### config.mk
export PLATFORM = sky130hd
export DESIGN_NAME = nv_store_trigger
export DESIGN_NICKNAME = d
export VERILOG_FILES = /design/src/rtl/nv_store_pkg.sv /design/src/rtl/code_tracker.sv /design/src/rtl/save_sequencer.sv /design/src/rtl/nv_store_trigger.sv
export SDC_FILE = /design/constraint.sdc
export NUM_CORES = 1
export LEC_CHECK = 0
export BUFFER_PORTS_ARGS = -buffer_cell sky130_fd_sc_hd__buf_2
export CORE_MARGIN = 10
export CORE_UTILIZATION = 25
export CTS_BUF_LIST = sky130_fd_sc_hd__clkbuf_8
export DETAILED_ROUTE_END_ITERATION = 10
export GPL_ROUTABILITY_DRIVEN = 0
export GPL_TIMING_DRIVEN = 0
export MAX_ROUTING_LAYER = met4
export PLACE_DENSITY = 0.49
export SYNTH_ARGS = -nofsm -noshare
export SYNTH_HDL_FRONTEND = slang
export SYNTH_HIERARCHICAL = 1
export SYNTH_SLANG_ARGS = --single-unit
### constraint.sdc
create_clock -name clk -period 2.9 [get_ports clk]
set_input_delay 0.29 -clock clk [delete_from_list [all_inputs] [get_ports clk]]
set_output_delay 0.29 -clock clk [all_outputs]
set_load 0.05 [all_outputs]
### src/rtl/nv_store_pkg.sv
package nv_store_pkg;

    typedef enum logic [2:0] {
        TS_IDLE = 3'd0,
        TS_GOT1 = 3'd1,
        TS_GOT2 = 3'd2,
        TS_GOT3 = 3'd3,
        TS_GOT4 = 3'd4,
        TS_GOT5 = 3'd5
    } trk_state_t;

    typedef enum logic [1:0] {
        ST_READY   = 2'd0,
        ST_ERASE   = 2'd1,
        ST_PROGRAM = 2'd2
    } seq_state_t;

    localparam int CODE_LEN = 6;

    // Code word expected when `matched` words have already been seen.
    function automatic logic [15:0] code_word(input logic [2:0] matched);
        logic [15:0] w;
        unique case (matched)
            3'd0:    w = 16'h0000;
            3'd1:    w = 16'h1555;
            3'd2:    w = 16'h0AAA;
            3'd3:    w = 16'h1FFF;
            3'd4:    w = 16'h10F0;
            3'd5:    w = 16'h0F0F;
            default: w = 16'hFFFF;
        endcase
        return w;
    endfunction

endpackage

### src/rtl/code_tracker.sv
module code_tracker
    import nv_store_pkg::*;
#(
    parameter int ADDR_W = 13
) (
    input  logic              clk,
    input  logic              rst_n,
    input  logic              clr,
    input  logic              acc_ok,
    input  logic              acc_we,
    input  logic [ADDR_W-1:0] acc_addr,
    output logic              fire
);

    localparam logic [ADDR_W-1:0] FIRST_WORD = ADDR_W'(16'h0000);

    trk_state_t state_q, state_d;
    logic [ADDR_W-1:0] want;
    logic              is_read, hit, restart;

    always_comb begin
        want    = ADDR_W'(code_word(state_q));
        is_read = acc_ok && !acc_we;
        hit     = is_read && (acc_addr == want);
        restart = is_read && (acc_addr == FIRST_WORD);
    end

    // State register
    always_ff @(posedge clk or negedge rst_n) begin
        if (!rst_n) state_q <= TS_IDLE;
        else        state_q <= state_d;
    end

    // Transitions: clear, advance, fire, restart, abort
    always_comb begin
        state_d = state_q;
        if (clr) begin
            state_d = TS_IDLE;
        end else if (acc_ok) begin
            if (hit) begin
                unique case (state_q)
                    TS_IDLE: state_d = TS_GOT1;
                    TS_GOT1: state_d = TS_GOT2;
                    TS_GOT2: state_d = TS_GOT3;
                    TS_GOT3: state_d = TS_GOT4;
                    TS_GOT4: state_d = TS_GOT5;
                    TS_GOT5: state_d = TS_IDLE;
                    default: state_d = TS_IDLE;
                endcase
            end else if (restart) begin
                state_d = TS_GOT1;
            end else begin
                state_d = TS_IDLE;
            end
        end
    end

    // Output
    always_comb begin
        fire = !clr && hit && (state_q == TS_GOT5);
    end

    // an accepted write always drops progress
    p_write_abort_r2: assert property (@(posedge clk) disable iff (!rst_n)
        (acc_ok && acc_we && !clr) |=> (state_q == TS_IDLE));

    // a stray read of the first word restarts at step one
    p_restart_r3: assert property (@(posedge clk) disable iff (!rst_n)
        (acc_ok && !acc_we && !clr && acc_addr == FIRST_WORD && state_q != TS_IDLE)
        |=> (state_q == TS_GOT1));

    // a completed code leaves the tracker idle
    p_fire_idle_r1: assert property (@(posedge clk) disable iff (!rst_n)
        fire |=> (state_q == TS_IDLE));

endmodule

### src/rtl/save_sequencer.sv
module save_sequencer
    import nv_store_pkg::*;
#(
    parameter int ERASE_CYC = 40,
    parameter int PROG_CYC  = 60
) (
    input  logic clk,
    input  logic rst_n,
    input  logic start,
    output logic busy,
    output logic erase_on,
    output logic prog_on
);

    localparam int MAX_CYC = (ERASE_CYC > PROG_CYC) ? ERASE_CYC : PROG_CYC;
    localparam int CW      = $clog2(MAX_CYC + 1);
    localparam logic [CW-1:0] E_LOAD = CW'(ERASE_CYC - 1);
    localparam logic [CW-1:0] P_LOAD = CW'(PROG_CYC - 1);

    seq_state_t      state_q, state_d;
    logic [CW-1:0]   cnt_q, cnt_d;

    // State register
    always_ff @(posedge clk or negedge rst_n) begin
        if (!rst_n) begin
            state_q <= ST_READY;
            cnt_q   <= '0;
        end else begin
            state_q <= state_d;
            cnt_q   <= cnt_d;
        end
    end

    // Transitions: launch, handover, release
    always_comb begin
        state_d = state_q;
        cnt_d   = cnt_q;
        unique case (state_q)
            ST_READY: begin
                if (start) begin
                    state_d = ST_ERASE;
                    cnt_d   = E_LOAD;
                end
            end
            ST_ERASE: begin
                if (cnt_q == '0) begin
                    state_d = ST_PROGRAM;
                    cnt_d   = P_LOAD;
                end else begin
                    cnt_d = cnt_q - 1'b1;
                end
            end
            ST_PROGRAM: begin
                if (cnt_q == '0) state_d = ST_READY;
                else             cnt_d   = cnt_q - 1'b1;
            end
            default: begin
                state_d = ST_READY;
                cnt_d   = '0;
            end
        endcase
    end

    // Outputs
    always_comb begin
        erase_on = 1'b0;
        prog_on  = 1'b0;
        unique case (state_q)
            ST_READY:   ;
            ST_ERASE:   erase_on = 1'b1;
            ST_PROGRAM: prog_on  = 1'b1;
            default:    ;
        endcase
        busy = erase_on || prog_on;
    end

    // Phase-length monitor for the assertions below
    int unsigned phase_len;
    always_ff @(posedge clk or negedge rst_n) begin
        if (!rst_n)                  phase_len <= 0;
        else if (state_d != state_q) phase_len <= 1;
        else if (phase_len < 32'hFFFF_FFF0) phase_len <= phase_len + 1;
    end

    p_erase_len_r4: assert property (@(posedge clk) disable iff (!rst_n)
        (erase_on && state_d == ST_PROGRAM) |-> (phase_len == ERASE_CYC));

    p_prog_len_r4: assert property (@(posedge clk) disable iff (!rst_n)
        (prog_on && state_d == ST_READY) |-> (phase_len == PROG_CYC));

    p_erase_then_prog_r4: assert property (@(posedge clk) disable iff (!rst_n)
        $fell(erase_on) |-> prog_on);

endmodule

### src/rtl/nv_store_trigger.sv
module nv_store_trigger #(
    parameter int ADDR_W    = 13,
    parameter int ERASE_CYC = 40,
    parameter int PROG_CYC  = 60
) (
    input  logic              clk,
    input  logic              rst_n,
    input  logic              acc_valid,
    input  logic              acc_we,
    input  logic [ADDR_W-1:0] acc_addr,
    input  logic              pwr_fail,
    output logic              access_en,
    output logic              busy,
    output logic              erase_on,
    output logic              prog_on
);

    logic pf_q, pf_rise, acc_ok, trk_clr, code_fire, launch;

    always_ff @(posedge clk or negedge rst_n) begin
        if (!rst_n) pf_q <= 1'b0;
        else        pf_q <= pwr_fail;
    end

    always_comb begin
        access_en = !busy && !pwr_fail;
        acc_ok    = acc_valid && access_en;
        trk_clr   = busy || pwr_fail;
        pf_rise   = pwr_fail && !pf_q;
        launch    = code_fire || pf_rise;
    end

    code_tracker #(.ADDR_W(ADDR_W)) u_trk (
        .clk      (clk),
        .rst_n    (rst_n),
        .clr      (trk_clr),
        .acc_ok   (acc_ok),
        .acc_we   (acc_we),
        .acc_addr (acc_addr),
        .fire     (code_fire)
    );

    save_sequencer #(.ERASE_CYC(ERASE_CYC), .PROG_CYC(PROG_CYC)) u_seq (
        .clk      (clk),
        .rst_n    (rst_n),
        .start    (launch),
        .busy     (busy),
        .erase_on (erase_on),
        .prog_on  (prog_on)
    );

    p_locked_r5: assert property (@(posedge clk) disable iff (!rst_n)
        busy |-> !access_en);

    p_phase_excl_r4: assert property (@(posedge clk) disable iff (!rst_n)
        $onehot0({erase_on, prog_on}));

    p_fire_start_r1: assert property (@(posedge clk) disable iff (!rst_n)
        code_fire |=> erase_on);

    p_pf_start_r6: assert property (@(posedge clk) disable iff (!rst_n)
        (pf_rise && !busy) |=> erase_on);

endmodule

=== Yosys cells after proc, flatten, opt, wreduce, memory -nomap -nowiden ===
Cells that the tools add are included.

* Reductions and logical operators: 23
* Multiplexer cells: 16
* $add $sub $neg: 1
* Equality and inequality tests: 12

{| class="wikitable"
|+ Operators by type and width
! kind !! number
|-
| $pmux W13 S6 || 1
|-
| $mux W6 || 3
|-
| $pmux W6 S3 || 1
|-
| $pmux W3 S5 || 1
|-
| $eq A13 B13 Y1 || 1
|-
| $logic_not A13 Y1 || 1
|-
| $mux W3 || 3
|-
| $logic_and A1 B1 Y1 || 8
|-
| $eq A3 B2 Y1 const B || 2
|-
| $eq A3 B3 Y1 const B || 2
|-
| $logic_not A6 Y1 || 1
|-
| $mux W2 || 3
|-
| $pmux W2 S3 || 1
|-
| $sub A6 B1 Y6 const B || 1
|-
| $logic_not A1 Y1 || 5
|-
| $ne A2 B1 Y1 const B || 2
|-
| $ne A2 B2 Y1 const B || 2
|-
| $eq A3 B1 Y1 const B || 1
|-
| $logic_not A3 Y1 || 1
|-
| $logic_or A1 B1 Y1 || 3
|-
| $mux W1 || 3
|-
| $reduce_and A3 Y1 || 1
|-
| $eq A2 B1 Y1 const B || 1
|-
| $eq A2 B2 Y1 const B || 1
|-
| 3 further kinds || 3
|}

* Logic and storage cells: 56
* Flip-flop bits (word level): 12
* Output and inout bits: 4

=== Longest topological paths before layout ===
* Word-level depth: 13
* Gate-level depth with buffers: 15
* Depth with buffers taken out: 15

=== Cells and area by module ===
The synthesis kept the hierarchy.

{| class="wikitable"
|+ By module, submodules not included
! module !! area an instance (um^2) !! sequential area each (um^2) !! cells an instance !! times used
|-
| save_sequencer || 568.0 || 200.2 || 64 || 1
|-
| code_tracker || 399.1 || 75.1 || 48 || 1
|-
| nv_store_trigger || 55.1 || 25.0 || 6 || 1
|}

=== Least setup slack after synthesis ===
No wires, ideal clock.

* Path type: register to register
* Start: register u_seq.state_q[0]
* End: register u_seq.cnt_q[2]
* Clock period less this slack: 3.399 ns
* Arrival: 3.275 ns
* Slack: -0.499 ns
* Path buffers: 0
* Setup time: 0.124 ns
* Data required time: 2.776 ns
* Stages on the path, launching flop included: 15
* Cell sequence: dfrtp_1 > inv_1 > ha_1 > or2_4 > inv_2 > and2_1 > nor4b_2 > nor2_1 > a211oi_1 > nand3_2 > nor2_1 > a21o_1 > nand2b_1 > o21ai_0 > a211o_1

* Elaborated cells between the ends (all ways): 20
* Classes of those cells: eq/ne: 4; mux: 3; reduce/logical: 13

{| class="wikitable"
|+ RTL lines
! item !! line !! source
|-
| from (decl) || save_sequencer.sv:20 || <nowiki>seq_state_t state_q, state_d;</nowiki>
|-
| from (signal assigned) || save_sequencer.sv:29 || <nowiki>state_q <= state_d;</nowiki>
|-
| $eq A2 B1 Y1 or $eq A2 B2 Y1 (tied branches) || save_sequencer.sv:68 || <nowiki>unique case (state_q)</nowiki>
|-
| $mux W1 || save_sequencer.sv:68 ||
|-
| $logic_or A1 B1 Y1 * || save_sequencer.sv:74 || <nowiki>busy = erase_on || prog_on;</nowiki>
|-
| net busy || nv_store_trigger.sv:13 || <nowiki>output logic busy,</nowiki>
|-
| $logic_or A1 B1 Y1 * || nv_store_trigger.sv:28 || <nowiki>trk_clr = busy || pwr_fail;</nowiki>
|-
| net trk_clr || nv_store_trigger.sv:18 || <nowiki>logic pf_q, pf_rise, acc_ok, trk_clr, code_fire, launch;</nowiki>
|-
| $logic_not A1 Y1 * || code_tracker.sv:60 || <nowiki>fire = !clr && hit && (state_q == TS_GOT5);</nowiki>
|-
| $logic_and A1 B1 Y1 * (2 in series) || code_tracker.sv:60 ||
|-
| net code_fire || nv_store_trigger.sv:18 ||
|-
| $logic_or A1 B1 Y1 * || nv_store_trigger.sv:30 || <nowiki>launch = code_fire || pf_rise;</nowiki>
|-
| net launch || nv_store_trigger.sv:18 ||
|-
| $ne A2 B2 Y1 (no line) * || - ||
|-
| $reduce_and A2 Y1 (no line) * || - ||
|-
| to (signal assigned) || save_sequencer.sv:30 || <nowiki>cnt_q <= cnt_d;</nowiki>
|-
| to (decl) || save_sequencer.sv:21 || <nowiki>logic [CW-1:0] cnt_q, cnt_d;</nowiki>
|}

The timed path passes the listed nets; every way through them passes the cells marked *.
A chain may end at the register's enable or synchronous reset.

=== Worst setup path in the final report ===
* Start: register u_seq.state_q[1]
* End: register u_seq.cnt_q[5]

* Elaborated cells between the ends (all ways): 20
* Classes of those cells: eq/ne: 4; mux: 3; reduce/logical: 13

{| class="wikitable"
|+ RTL lines
! item !! line
|-
| $eq A2 B1 Y1 or $eq A2 B2 Y1 (tied branches) || save_sequencer.sv:68
|-
| $mux W1 || save_sequencer.sv:68
|-
| $logic_or A1 B1 Y1 * || save_sequencer.sv:74
|-
| $logic_or A1 B1 Y1 * || nv_store_trigger.sv:28
|-
| net trk_clr || nv_store_trigger.sv:18
|-
| $logic_not A1 Y1 * || code_tracker.sv:60
|-
| $logic_and A1 B1 Y1 * (2 in series) || code_tracker.sv:60
|-
| net code_fire || nv_store_trigger.sv:18
|-
| $logic_or A1 B1 Y1 * || nv_store_trigger.sv:30
|-
| net launch || nv_store_trigger.sv:18
|-
| $ne A2 B2 Y1 (no line) * || -
|-
| $reduce_and A2 Y1 (no line) * || -
|}

Marks and branches as above.

==> metrics.yaml <==
timing:
  fin_crit_sh_pct: 96.4
  finalCriticalPeriod_ps: 2800
  rsz0062_at_grt: "yes"
  fmax_mhz: 358
  tightest_slew_ps: 534
  hold_ws_ps: 183
  finalHoldViolCount: 0
  fin_skew_ps: 3.20
  slew_headroom_pct: 64.1
  setup_viol: 0
  slew_violations: 0
yosys:
  synthCells: 118
  synth_cell_types: 49
  synth_top_area_share_pct: 29.4
  yosysWarnings: 6
  synth_area_mm2: 0.00102
  syn-num-nets: 141
  synthTopCellsByArea: "dfrtp_1 29%, ha_1 6.1%, nor2_1 4.4%, nand2_1 3.7%, a21oi_1 2.9%"
  ys_ff_latch: 12
  async_flop_share_pct: 100
  synthFlopType: "dfrtp_1"
  synth_seq_area_share_pct: 29.4
  synth_top_area_cell: "dfrtp_1"
  synth_edf_count: 0
  avgSynthCellArea_um2: 8.66
  ys_top_cells_by_count: "12 x dfrtp_1, 12 x nor2_1, 10 x nand2_1"
placed_design:
  place.port_buffers: 21
  dp_hpwl_mm: 2.08
  place_area_mm2: 0.00122
cells_and_area:
  area_growth_pct: 42.4
  antennaDiodeCount: 0
  drive_gt1_share_pct: 41.4
  layout.nets: 186
  fillers: 417
  fin_area_mm2: 0.00146
flow_run:
  drv_cap: 0
floorplan:
  fp.dieArea_mm2: 0.00705
  initial_core_util_pct: 25.7
  ioPinCount: 22
  dieWidth_um: 83.9
  die_h_um: 83.9
  core.rowCount: 23
  coreArea_mm2: 0.00397
setup_path:
  path_cells: "inv_2 > ha_4 > or2_4 > clkinv_4 > and2_4 > nor4b_4 > nor2_1 > a211oi_2 > nand3_2 > nor2_2 > a21o_1 > buf_4 > buf_4 > nor2b_1 > a31oi_1 > o32ai_2"
  crit_fanout: 5
  critPathRequiredTime_ps: 3020
  crit_path_max_incr_delay_ps: 420
  critPathKind: "register to register"
  startpoint_type: "register"
  r2r_end: "u_seq/cnt_q[5]"
  critPathBufInv: 4
  r2r-start: "u_seq/state_q[1]"
  cp_slowest_cell: "dfrtp_1"
  critPathTopFamily: "simple AND/OR/NAND/NOR gates"
  crit_top_cell: "buf_4"
  cp-startpoint: "u_seq/state_q[1]"
  worstPathArrival_ps: 2910
  r2r_slack_ps: 100
  reg2reg_depth: 16
  endpoint_kind: "register"
clock_network:
  cts_tree: "done"
  clock_sinks: 12
  cts_root_buffer: "clkbuf_8"
  clk_latency_ps: 240
  clkTransAtPathRegs_ps: 60
  cts_buffers: 3
  cts.path.max_buffers: 2
  htreeDepth: 1
power:
  combPwrFrac_pct: 61.8
  p_switching_uw: 554
  powerDensity_mw_per_mm2: 834
  power.share.switching_pct: 45.6
  p_int_uw: 660
  ir_drop_v: 0.000267
  p_seq_share_pct: 22.8
  power.leakage_uw: 0.000664
  power_frac_clock_pct: 15.4
  power.total_uw: 1210
detailed_routing:
  via_per_inst: 4.95
  drc: 0
  first_pass_iters: 4
  ant_nets: 0
  drt-initial-drc-count: 49
  vias: 1049
  drt-total-wl_mm: 2.80
  wl_per_cell_um: 13.2
global_route:
  antenna_found_initial: 0
  grt_pass1_wl_mm: 4.79
  grt_max_degree: 13
  grt_usage_pct: 8.00
  gr-total-overflow: 0
  grt_pass1_vias: 1113
worst_hold_path:
  min_to: "pf_q"
  hold_depth: 1
  worstHoldStart: "pwr_fail"
  holdCritPathClass: "input port to register"
run_status:
  status: "complete, no violations"
per-stage QoR:
stage                     util [%]  TNS (ps)  cells  setup WS [ps]
after floorplan                  -         0    118           3.75
after global placement        30.8      -316    189           -142
after detailed placement      30.8      -514    189           -182
after CTS                     34.9         0    206           27.1
after global routing          36.6      -123    212          -49.1
final                         36.6         0    212            104
routing by layer:
metal	global-route usage, %	vias up	part of all wire [%]
li1	-	530	-
met2	13.7	24	48
met3	1.95	0	2.9
met4	2.59	0	0
met1	8.85	495	49
met5	-	-	0
cell usage in the layout (no fill, tap or decap), drive strengths merged, types with 2 or more instances in the layout:
cell type  synthesis  routed
or4                3       3
o21ai              6       6
nor3b              3       3
a21o               2       2
a21oi              6       6
and2               2       2
nand2             10      10
nor2b              4       4
ha                 5       5
a211oi             3       3
or3                4       4
clkbuf             0       4
a31oi              2       2
dfrtp             12      12
o21bai             2       2
nor3               2       2
nor2              12      12
nand3              3       3
mux2i              3       3
inv                9       8
buf                2      41
o31ai              3       3
kinds of logic after synthesis:
kind of cell	share of synthesized area, %
flip-flops	29.4
AO/OA/AOI/OAI	24.7
AND/OR/NAND/NOR	31.9
multiplexers	2.94
buffers and inverters	4.90
adder cells (fa/ha/maj)	6.12
worst max-delay path by stage:
stage,cells past startpoint,to,slack [ps]
global placement,15,u_seq/cnt_q[5],-140
CTS,19,u_trk/state_q[0],30
global route,14,u_seq/cnt_q[1],-50
floorplan,15,u_seq/cnt_q[5],4
detailed placement,15,u_seq/cnt_q[5],-180
finish,16,u_seq/cnt_q[5],100
flip-flops by register name (all words and copies together) (netlist names):
signal         count
pf_q               1
u_seq/cnt_q        6
u_seq/state_q      2
u_trk/state_q      3
final cells by class:
class / instances / area (um2) / area share (%)
multi-input combinational: 95 / 732 / 50.3
sequential: 12 / 300 / 20.6
timing repair buffer: 40 / 250 / 17.2
tap: 50 / 62.6 / 4.30
clock buffer: 4 / 55.1 / 3.78
inverter: 9 / 38.8 / 2.67
buffer: 2 / 16.3 / 1.12
power groups by stage:
stage               sequential (uW)  clock, uW  combinational (uW)
CTS                             277        193                 679
floorplan                       264          0                 552
global placement                276          0                 658
finish                          277        187                 750
global route                    284        202                 822
detailed placement              280          0                 666
timing repair:
item,4_1_cts,5_1_grt
pin swaps,3,12
gates cloned,0,0
setup buffers,12,8
resized for setup,2,7
endpoints found under the setup margin,6,7
hold buffers,1,0
endpoints found under the hold margin,12,0
worst reg2reg max path, stage by stage (launching register included):
cell and delay (ps):
dfrtp_1 420, inv_2 100, ha_4 200, or2_4 260
clkinv_4 50, and2_4 150, nor4b_4 210, nor2_1 90
a211oi_2 270, nand3_2 140, nor2_2 100, a21o_1 130
buf_4 130, buf_4 100, nor2b_1 40, a31oi_1 170
o32ai_2 110
(Power assumes the default switching activity.)
